==> config.mk <==
export PLATFORM = sky130hd
export DESIGN_NAME = fsync_rst_ctrl
export DESIGN_NICKNAME = d
export VERILOG_FILES = /design/src/rtl/fsr_pkg.sv /design/src/rtl/fsr_sync.sv /design/src/rtl/fsr_frame_counter.sv /design/src/rtl/fsr_guard_timer.sv /design/src/rtl/fsync_rst_ctrl.sv
export SDC_FILE = /design/constraint.sdc
export NUM_CORES = 1
export LEC_CHECK = 0
export ABC_AREA = 1
export CAP_MARGIN = 5
export CORE_MARGIN = 2
export CORE_UTILIZATION = 30
export CTS_BUF_LIST = sky130_fd_sc_hd__clkbuf_16
export DETAILED_ROUTE_END_ITERATION = 8
export PLACE_DENSITY_LB_ADDON = 0.25
export SYNTH_ARGS = -nofsm -noshare
export SYNTH_HDL_FRONTEND = slang
export SYNTH_SLANG_ARGS = --single-unit
==> constraint.sdc <==
create_clock -name clk -period 1.6 [get_ports clk]
set_input_delay 0.4 -clock clk [delete_from_list [all_inputs] [get_ports clk]]
set_output_delay 0.4 -clock clk [all_outputs]
set_load 0.05 [all_outputs]
==> src/rtl/fsr_pkg.sv <==
package fsr_pkg;
  typedef enum logic {
    ST_HOLD = 1'b0,
    ST_RUN  = 1'b1
  } fsr_state_e;
endpackage

==> src/rtl/fsr_sync.sv <==
module fsr_sync #(
  parameter int WIDTH  = 1,
  parameter int STAGES = 2,
  parameter logic [WIDTH-1:0] RST_VAL = '0
) (
  input  logic             clk,
  input  logic             rst_n,
  input  logic [WIDTH-1:0] d,
  output logic [WIDTH-1:0] q
);
  logic [WIDTH-1:0] stg_q [STAGES];

  for (genvar s = 0; s < STAGES; s++) begin : g_stage
    logic [WIDTH-1:0] stg_d;
    if (s == 0) begin : g_first
      always_comb stg_d = d;
    end else begin : g_next
      always_comb stg_d = stg_q[s-1];
    end
    always_ff @(posedge clk or negedge rst_n) begin
      if (!rst_n) stg_q[s] <= RST_VAL;
      else        stg_q[s] <= stg_d;
    end
  end

  assign q = stg_q[STAGES-1];
endmodule

==> src/rtl/fsr_frame_counter.sv <==
module fsr_frame_counter #(
  parameter int FRAME_COUNT = 80
) (
  input  logic clk,
  input  logic rst_n,
  input  logic fsync_s,
  input  logic clear,
  input  logic enable,
  output logic release_o
);
  localparam int CW = $clog2(FRAME_COUNT + 1);
  localparam logic [CW-1:0] LAST = CW'(FRAME_COUNT - 1);

  logic          prev_q;
  logic          edge_s;
  logic [CW-1:0] cnt_q, cnt_d;
  logic          cnt_en;

  assign edge_s = fsync_s & ~prev_q;

  always_comb begin
    cnt_d     = cnt_q;
    cnt_en    = 1'b0;
    release_o = 1'b0;
    if (clear) begin
      cnt_d  = '0;
      cnt_en = 1'b1;
    end else if (enable && edge_s) begin
      cnt_en = 1'b1;
      if (cnt_q == LAST) begin
        cnt_d     = '0;
        release_o = 1'b1;
      end else begin
        cnt_d = cnt_q + 1'b1;
      end
    end
  end

  always_ff @(posedge clk or negedge rst_n) begin
    if (!rst_n) begin
      prev_q <= 1'b0;
      cnt_q  <= '0;
    end else begin
      prev_q <= fsync_s;
      if (cnt_en) cnt_q <= cnt_d;
    end
  end

  a_r4_cnt_bound: assert property (@(posedge clk) disable iff (!rst_n)
    cnt_q <= LAST);
  a_r10_idle_stable: assert property (@(posedge clk) disable iff (!rst_n)
    (!enable && !clear) |=> $stable(cnt_q));
  a_r5_clear_zero: assert property (@(posedge clk) disable iff (!rst_n)
    clear |=> (cnt_q == '0) && !release_o);
endmodule

==> src/rtl/fsr_guard_timer.sv <==
module fsr_guard_timer #(
  parameter int GUARD_CYCLES = 2_500_000
) (
  input  logic clk,
  input  logic rst_n,
  output logic ok
);
  localparam int GW = $clog2(GUARD_CYCLES + 1);
  localparam logic [GW-1:0] GLAST = GW'(GUARD_CYCLES - 1);

  logic [GW-1:0] cnt_q, cnt_d;
  logic          ok_q, ok_d;
  logic          tick_en;

  assign tick_en = ~ok_q;

  always_comb begin
    cnt_d = cnt_q + 1'b1;
    ok_d  = (cnt_q == GLAST);
  end

  always_ff @(posedge clk or negedge rst_n) begin
    if (!rst_n) begin
      cnt_q <= '0;
      ok_q  <= 1'b0;
    end else if (tick_en) begin
      cnt_q <= cnt_d;
      ok_q  <= ok_d;
    end
  end

  assign ok = ok_q;

  a_r9_ok_sticky: assert property (@(posedge clk) disable iff (!rst_n)
    ok_q |=> ok_q);
endmodule

==> src/rtl/fsync_rst_ctrl.sv <==
module fsync_rst_ctrl #(
  parameter int FRAME_COUNT  = 80,
  parameter int GUARD_CYCLES = 2_500_000,
  parameter int SYNC_STAGES  = 2
) (
  input  logic clk,
  input  logic por_n,
  input  logic hw_rst_n,
  input  logic sw_rst_bit,
  input  logic fsync,
  input  logic codec_rst_req,
  output logic int_rst_n,
  output logic dsp_hold,
  output logic latch_hold,
  output logic rst_done,
  output logic codec_rst_o
);
  import fsr_pkg::*;

  logic       sys_rst_n;
  logic [1:0] async_in, async_s;
  logic       hw_req, rst_req;
  logic       release_s;
  logic       guard_ok;

  fsr_state_e st_q, st_d;
  logic       done_q, done_d;
  logic       codec_q, codec_d;

  fsr_sync #(.WIDTH(1), .STAGES(2), .RST_VAL(1'b0)) u_por_sync (
    .clk(clk), .rst_n(por_n), .d(1'b1), .q(sys_rst_n)
  );

  assign async_in = {hw_rst_n, fsync};
  fsr_sync #(.WIDTH(2), .STAGES(SYNC_STAGES), .RST_VAL(2'b00)) u_in_sync (
    .clk(clk), .rst_n(sys_rst_n), .d(async_in), .q(async_s)
  );

  assign hw_req  = ~async_s[1];
  assign rst_req = hw_req | sw_rst_bit;

  fsr_frame_counter #(.FRAME_COUNT(FRAME_COUNT)) u_cnt (
    .clk(clk), .rst_n(sys_rst_n), .fsync_s(async_s[0]),
    .clear(rst_req), .enable(st_q == ST_HOLD), .release_o(release_s)
  );

  fsr_guard_timer #(.GUARD_CYCLES(GUARD_CYCLES)) u_guard (
    .clk(clk), .rst_n(sys_rst_n), .ok(guard_ok)
  );

  always_comb begin
    st_d = st_q;
    if (rst_req)        st_d = ST_HOLD;
    else if (release_s) st_d = ST_RUN;
    done_d  = release_s & ~rst_req;
    codec_d = codec_rst_req & guard_ok;
  end

  always_ff @(posedge clk or negedge sys_rst_n) begin
    if (!sys_rst_n) begin
      st_q    <= ST_HOLD;
      done_q  <= 1'b0;
      codec_q <= 1'b0;
    end else begin
      st_q    <= st_d;
      done_q  <= done_d;
      codec_q <= codec_d;
    end
  end

  assign int_rst_n   = (st_q == ST_RUN);
  assign dsp_hold    = ~int_rst_n;
  assign latch_hold  = ~int_rst_n;
  assign rst_done    = done_q;
  assign codec_rst_o = codec_q;

  a_r3_sw_forces_low: assert property (@(posedge clk) disable iff (!sys_rst_n)
    sw_rst_bit |=> !int_rst_n);
  a_r2_hw_forces_low: assert property (@(posedge clk) disable iff (!sys_rst_n)
    hw_req |=> !int_rst_n);
  a_r6_done_on_rise: assert property (@(posedge clk) disable iff (!sys_rst_n)
    rst_done |-> int_rst_n && !$past(int_rst_n));
  a_r6_done_single: assert property (@(posedge clk) disable iff (!sys_rst_n)
    rst_done |=> !rst_done);
  a_r9_codec_guard: assert property (@(posedge clk) disable iff (!sys_rst_n)
    codec_rst_o |-> guard_ok);
  a_r7_holds: assert property (@(posedge clk) disable iff (!sys_rst_n)
    $onehot0({int_rst_n, latch_hold}) && (dsp_hold == latch_hold));
endmodule

### After elaboration in Yosys (flattened, before gate mapping)

Index checks and enable logic that the tools add are counted.

* register bits: 40
* input bits: 6
* output and inout bits: 5
* logic and storage cells: 38

* add/subtract/negate cells: 2
* eq/ne operators: 2
* multiplexer cells: 11
* bitwise operators: 8
* reduce and logical (&&, ||, !) cells: 4

Operators with widths (count)
* 22-bit by 1-bit adder with 22-bit output, second input constant: 1
* 22-bit == test, second input constant: 1
* 7-bit two-way mux: 3
* 1-bit two-way mux: 8
* 7-bit by 1-bit adder with 7-bit output, second input constant: 1
* 7-bit == test, second input constant: 1
* 1-bit inverter: 4
* 2-bit nonzero test: 2
* 1-bit bitwise AND: 3
* 2-bit AND reduction: 1
* 1-bit logical AND: 1
* 1-bit OR: 1

### Logic depth before layout (Yosys ltp)

* depth in word-level cells: 7
* mapped depth: 8
* gate-level depth less buffers: 8

### Cells and area by module

From an unflattened synthesis, not the netlist that was laid out.

* cell total of the unflattened synthesis: 252
* area total of the unflattened synthesis: 2058.2 um^2

By module, submodules not included
* fsr_guard_timer: instances 1, cells each 168, area an instance 1331.3 um^2, sequential area each 575.6 um^2
* fsr_frame_counter: instances 1, cells each 64, area an instance 454.2 um^2, sequential area each 200.2 um^2
* fsync_rst_ctrl: instances 1, cells each 14, area an instance 122.6 um^2, sequential area each 75.1 um^2
* fsr_sync (u_in_sync): instances 1, cells each 4, area an instance 100.1 um^2, sequential area each 100.1 um^2
* fsr_sync (u_por_sync): instances 1, cells each 2, area an instance 50.0 um^2, sequential area each 50.0 um^2

### Least setup slack after synthesis

No wires, ideal clock.

* path type: reg2out
* start point: register st_q (netlist: int_rst_n)
* end point: output port latch_hold
* arrival time: 1.289 ns
* required time: 1.200 ns
* setup slack: -0.089 ns
* cell stages (with the launch flop): 3
* path buffers: 1
* cell sequence: dfrtp_1 > inv_1 > buf_4

* word-level cells in the longest chain between the ends: 1

Ends and longest elaborated chain
* start: declaration: line fsync_rst_ctrl.sv:26 `fsr_state_e st_q, st_d;`
* start signal: assignment: line fsync_rst_ctrl.sv:65 `st_q <= st_d;`
* 1-bit inverter
* end: declaration: line fsync_rst_ctrl.sv:14 `output logic latch_hold,`

Every way passes these cells.

### Final worst setup path

* start point: register st_q (netlist: int_rst_n)
* end point: output port dsp_hold

* word-level cells in the longest chain between the ends: 1

Ends and longest elaborated chain
* 1-bit inverter: line fsync_rst_ctrl.sv:72 `assign dsp_hold = ~int_rst_n;`
* end: declaration: line fsync_rst_ctrl.sv:13 `output logic dsp_hold,`

Every way passes these cells.

==> metrics.txt <==
# TYPE chip_impl_metric gauge
chip_impl_info{name="final_cell_mix",value="58 x sky130_fd_sc_hd__nand2_1, 39 x sky130_fd_sc_hd__dfrtp_1, 35 x sky130_fd_sc_hd__inv_1"} 1
chip_impl_info{name="mostFrequentLayoutCell",value="sky130_fd_sc_hd__nand2_1"} 1
chip_impl_metric{name="grt_max_degree",unit=""} 39
chip_impl_metric{name="drcViolationCount",unit=""} 0
chip_impl_info{name="rsz0062_at_grt",value="false"} 1
chip_impl_metric{name="drt_pre_antenna_iters",unit=""} 4
chip_impl_metric{name="final_layout_size_suffix_gt1_share",unit="%"} 14.8
chip_impl_metric{name="synth_async_sr_flop_share",unit="%"} 100
chip_impl_metric{name="grt_remaining_overflow",unit=""} 0
chip_impl_metric{name="dr_total_vias",unit=""} 1459
chip_impl_info{name="clock-root-buffer",value="sky130_fd_sc_hd__clkbuf_16"} 1
chip_impl_metric{name="ant_nets",unit=""} 0
chip_impl_metric{name="finalWeightedCongestion",unit=""} 0.830
chip_impl_metric{name="vias_per_cell",unit=""} 4.46
chip_impl_metric{name="drt-met1-wl",unit="um"} 1800
chip_impl_metric{name="slew_violations",unit=""} 0
chip_impl_metric{name="diodes",unit=""} 0
chip_impl_metric{name="vias_in_the_first_global_route",unit=""} 1365
chip_impl_metric{name="synthesis.nets",unit=""} 239
chip_impl_metric{name="post_synthesis_to_final_layout_area_growth",unit="%"} 21.6
chip_impl_metric{name="cell_area_power_density",unit="nW/um^2"} 923
chip_impl_metric{name="cts_htree_levels",unit=""} 2
chip_impl_metric{name="io_pins",unit=""} 11
chip_impl_metric{name="met2WireLength",unit="um"} 1540
chip_impl_metric{name="static-leakage-power",unit="nW"} 1.26
chip_impl_metric{name="synthesis.instances",unit=""} 231
chip_impl_metric{name="gr-usage-all-layers",unit="%"} 10.6
chip_impl_metric{name="timing.critical_path.arrival",unit="ns"} 1.05
chip_impl_metric{name="post-place-cells",unit=""} 319
chip_impl_info{name="synthFlopType",value="sky130_fd_sc_hd__dfrtp_1"} 1
chip_impl_metric{name="timing.reg2reg.worst_path_depth",unit=""} 7
chip_impl_metric{name="post_cts_buffers",unit=""} 0
chip_impl_info{name="status",value="completed"} 1
chip_impl_metric{name="grt_antenna_before_repair",unit=""} 0
chip_impl_metric{name="worst_skew_pair.late_latency",unit="ns"} 0.28
chip_impl_metric{name="fillerInstances",unit=""} 643
chip_impl_metric{name="synthesis.area",unit="um^2"} 1990
chip_impl_metric{name="worst_setup_hold_path_clk_slew",unit="ns"} 0.06
chip_impl_metric{name="core_area",unit="um^2"} 6390
chip_impl_info{name="critPathKind",value="reg -> out"} 1
chip_impl_metric{name="cts.path.max_buffers",unit=""} 2
chip_impl_metric{name="period_minus_slack",unit="ns"} 1.45
chip_impl_info{name="type_of_the_tightest_min_delay_check",value="in -> async"} 1
chip_impl_metric{name="final-instance-count-excl-fill",unit=""} 327
chip_impl_metric{name="buffer_ports.inserted",unit=""} 10
chip_impl_metric{name="cap_violations",unit=""} 0
chip_impl_metric{name="finalSetupTns",unit="ns"} 0
chip_impl_metric{name="ys_seq_area_share",unit="%"} 50.3
chip_impl_metric{name="die_height",unit="um"} 85.5
chip_impl_metric{name="setup_viol",unit=""} 0
chip_impl_metric{name="place.detailed.hpwl",unit="um"} 2560
chip_impl_metric{name="routed-wl-met3",unit="um"} 136
chip_impl_metric{name="crit_fanout",unit=""} 4
chip_impl_metric{name="layout_worst_path_cycle_share",unit="%"} 90.3
chip_impl_metric{name="dieArea",unit="um^2"} 7310
chip_impl_metric{name="wl_per_cell",unit="um"} 10.8
chip_impl_info{name="critical_path.startpoint_type",value="flip-flop"} 1
chip_impl_info{name="critical_path.reg2reg.startpoint",value="u_guard.cnt_q[0]$_DFFE_PN0N_"} 1
chip_impl_metric{name="register_area",unit="um^2"} 1000
chip_impl_metric{name="row_count",unit=""} 29
chip_impl_info{name="rr_endpoint",value="u_guard.cnt_q[16]$_DFFE_PN0N_"} 1
chip_impl_metric{name="initial_utilization",unit="%"} 31.2
chip_impl_info{name="worstSetupEndpointType",value="primary output"} 1
chip_impl_metric{name="layout.nets",unit=""} 257
chip_impl_metric{name="cts-buffers-inserted",unit=""} 5
chip_impl_metric{name="rrSetupSlack",unit="ns"} 0.20
chip_impl_info{name="highest_routed_metal_layer",value="met4"} 1
chip_impl_metric{name="yosys_register_bits",unit=""} 40
chip_impl_metric{name="count_of_flip_flops_with_a_built_in_enable_after_synthesis",unit=""} 0
chip_impl_metric{name="die_w",unit="um"} 85.5
chip_impl_metric{name="max_clock_freq",unit="GHz"} 0.692
chip_impl_metric{name="count_of_unique_library_cells_instantiated_by_yosys",unit=""} 28
chip_impl_metric{name="vdd.ir_drop.worst",unit="mV"} 0.743
chip_impl_metric{name="multi_input_comb_area",unit="um^2"} 832
chip_impl_metric{name="cts_hold_repair.buffers",unit=""} 0
chip_impl_metric{name="routed_wirelength",unit="um"} 3540
chip_impl_metric{name="postSynthAreaPerCell",unit="um^2"} 8.62
chip_impl_metric{name="dr.first_iter.drc_count",unit=""} 66
chip_impl_metric{name="yosysWarnings",unit=""} 0
chip_impl_info{name="cts_tree",value="built"} 1
chip_impl_metric{name="skew",unit="ns"} 0.00498
chip_impl_metric{name="post_cts.resized_instances",unit=""} 0
chip_impl_metric{name="critical_path_required",unit="ns"} 1.20
chip_impl_metric{name="grt_first_pass_wirelength",unit="um"} 6120
chip_impl_metric{name="report.final.hold_viol_count",unit=""} 0
chip_impl_metric{name="clk_sink_count",unit=""} 40
power by group:
group          total (mW)  internal [mW]  switching (mW)
registers            1.03           1.02         0.00430
logic              0.0559         0.0204          0.0355
clock network        1.16          0.741           0.415
total                2.24           1.78           0.454
kinds of logic (layout without fill, tap and decap cells):
logic type / after synthesis / after routing / share of synthesized area (%)
fa+ha+maj: 2 / 2 / 1.26
flops: 40 / 40 / 50.3
other cells: 1 / 1 / 0.188
simple gates: 128 / 128 / 32.7
compound gates: 7 / 7 / 1.88
xor+xnor: 13 / 13 / 5.72
buf+inv: 40 / 59 / 7.98
worst max path at each step:
stage / startpoint / to / depth (start not counted)
floorplan: int_rst_n$_DFFE_PN0P_ / latch_hold / 2
global placement: sw_rst_bit / u_cnt.cnt_q[6]$_DFFE_PN0P_ / 7
detailed placement: sw_rst_bit / u_cnt.cnt_q[6]$_DFFE_PN0P_ / 7
CTS: int_rst_n$_DFFE_PN0P_ / dsp_hold / 2
global route: u_guard.cnt_q[0]$_DFFE_PN0N_ / u_guard.cnt_q[20]$_DFFE_PN0N_ / 7
finish: int_rst_n$_DFFE_PN0P_ / dsp_hold / 2
metal layers:
| layer | vias to the layer above | global-route usage, % |
|---|---|---|
| li1 | 754 | - |
| met1 | 675 | 14.5 |
| met2 | 23 | 15.5 |
| met3 | 7 | 3.11 |
| met4 | 0 | 4.76 |
| met5 | - | 0 |
per-stage QoR:
stage | instance area [um^2] | hold slack, ns | setup WS (ns) | util [%] | total power, mW
detailed placement | 2250 | 0.328 | 0.0615 | 35.2 | 1.10
global route | 2420 | 0.268 | 0.0786 | 37.9 | 2.33
CTS | 2420 | 0.270 | 0.137 | 37.9 | 2.28
finish | 2420 | 0.274 | 0.155 | 37.9 | 2.24
global placement | 2250 | 0.325 | 0.0768 | 35.2 | 1.10
floorplan | 2000 | 0.104 | 0.0354 | - | 1.07
worst max-delay path, stage by stage (launching register included):
cell                         delay, ns
sky130_fd_sc_hd__dfrtp_2          0.42
sky130_fd_sc_hd__clkinvlp_4       0.17
sky130_fd_sc_hd__buf_12           0.18
synthesized netlist by cell type (3+ instances only):
cell	n	area, um^2
sky130_fd_sc_hd__nand2_1	58	218
sky130_fd_sc_hd__dfrtp_1	40	1000
sky130_fd_sc_hd__inv_1	36	135
sky130_fd_sc_hd__nand3_1	23	115
sky130_fd_sc_hd__nor2_1	17	63.8
sky130_fd_sc_hd__xor2_1	9	78.8
sky130_fd_sc_hd__nand2_2	6	37.5
sky130_fd_sc_hd__nand4_1	6	37.5
sky130_fd_sc_hd__nor3_1	4	20.0
sky130_fd_sc_hd__xnor2_1	4	35.0
sky130_fd_sc_hd__a21oi_1	3	15.0
sky130_fd_sc_hd__nor2_2	3	18.8
final cells by class:
| class | instances | share of cell area, % |
|---|---|---|
| Sequential cell | 40 | 41.4 |
| Multi-Input combinational cell | 151 | 34.3 |
| Timing Repair Buffer | 13 | 7.13 |
| Inverter | 38 | 6.10 |
| Clock buffer | 5 | 5.17 |
| Tap cell | 77 | 3.98 |
| Clock inverter | 3 | 1.91 |
flip-flops by register name, summed over array words and instances (netlist names):
name,flops
u_in_sync.g_stage.stg_d,2
u_cnt.prev_q,1
u_guard.cnt_q,22
u_cnt.cnt_q,7
u_in_sync.q,2
int_rst_n,1
u_guard.ok,1
u_por_sync.q,1
rst_done,1
u_por_sync.g_stage.stg_d,1
codec_rst_o,1
No activity file was read; power rests on OpenSTA's default activity.
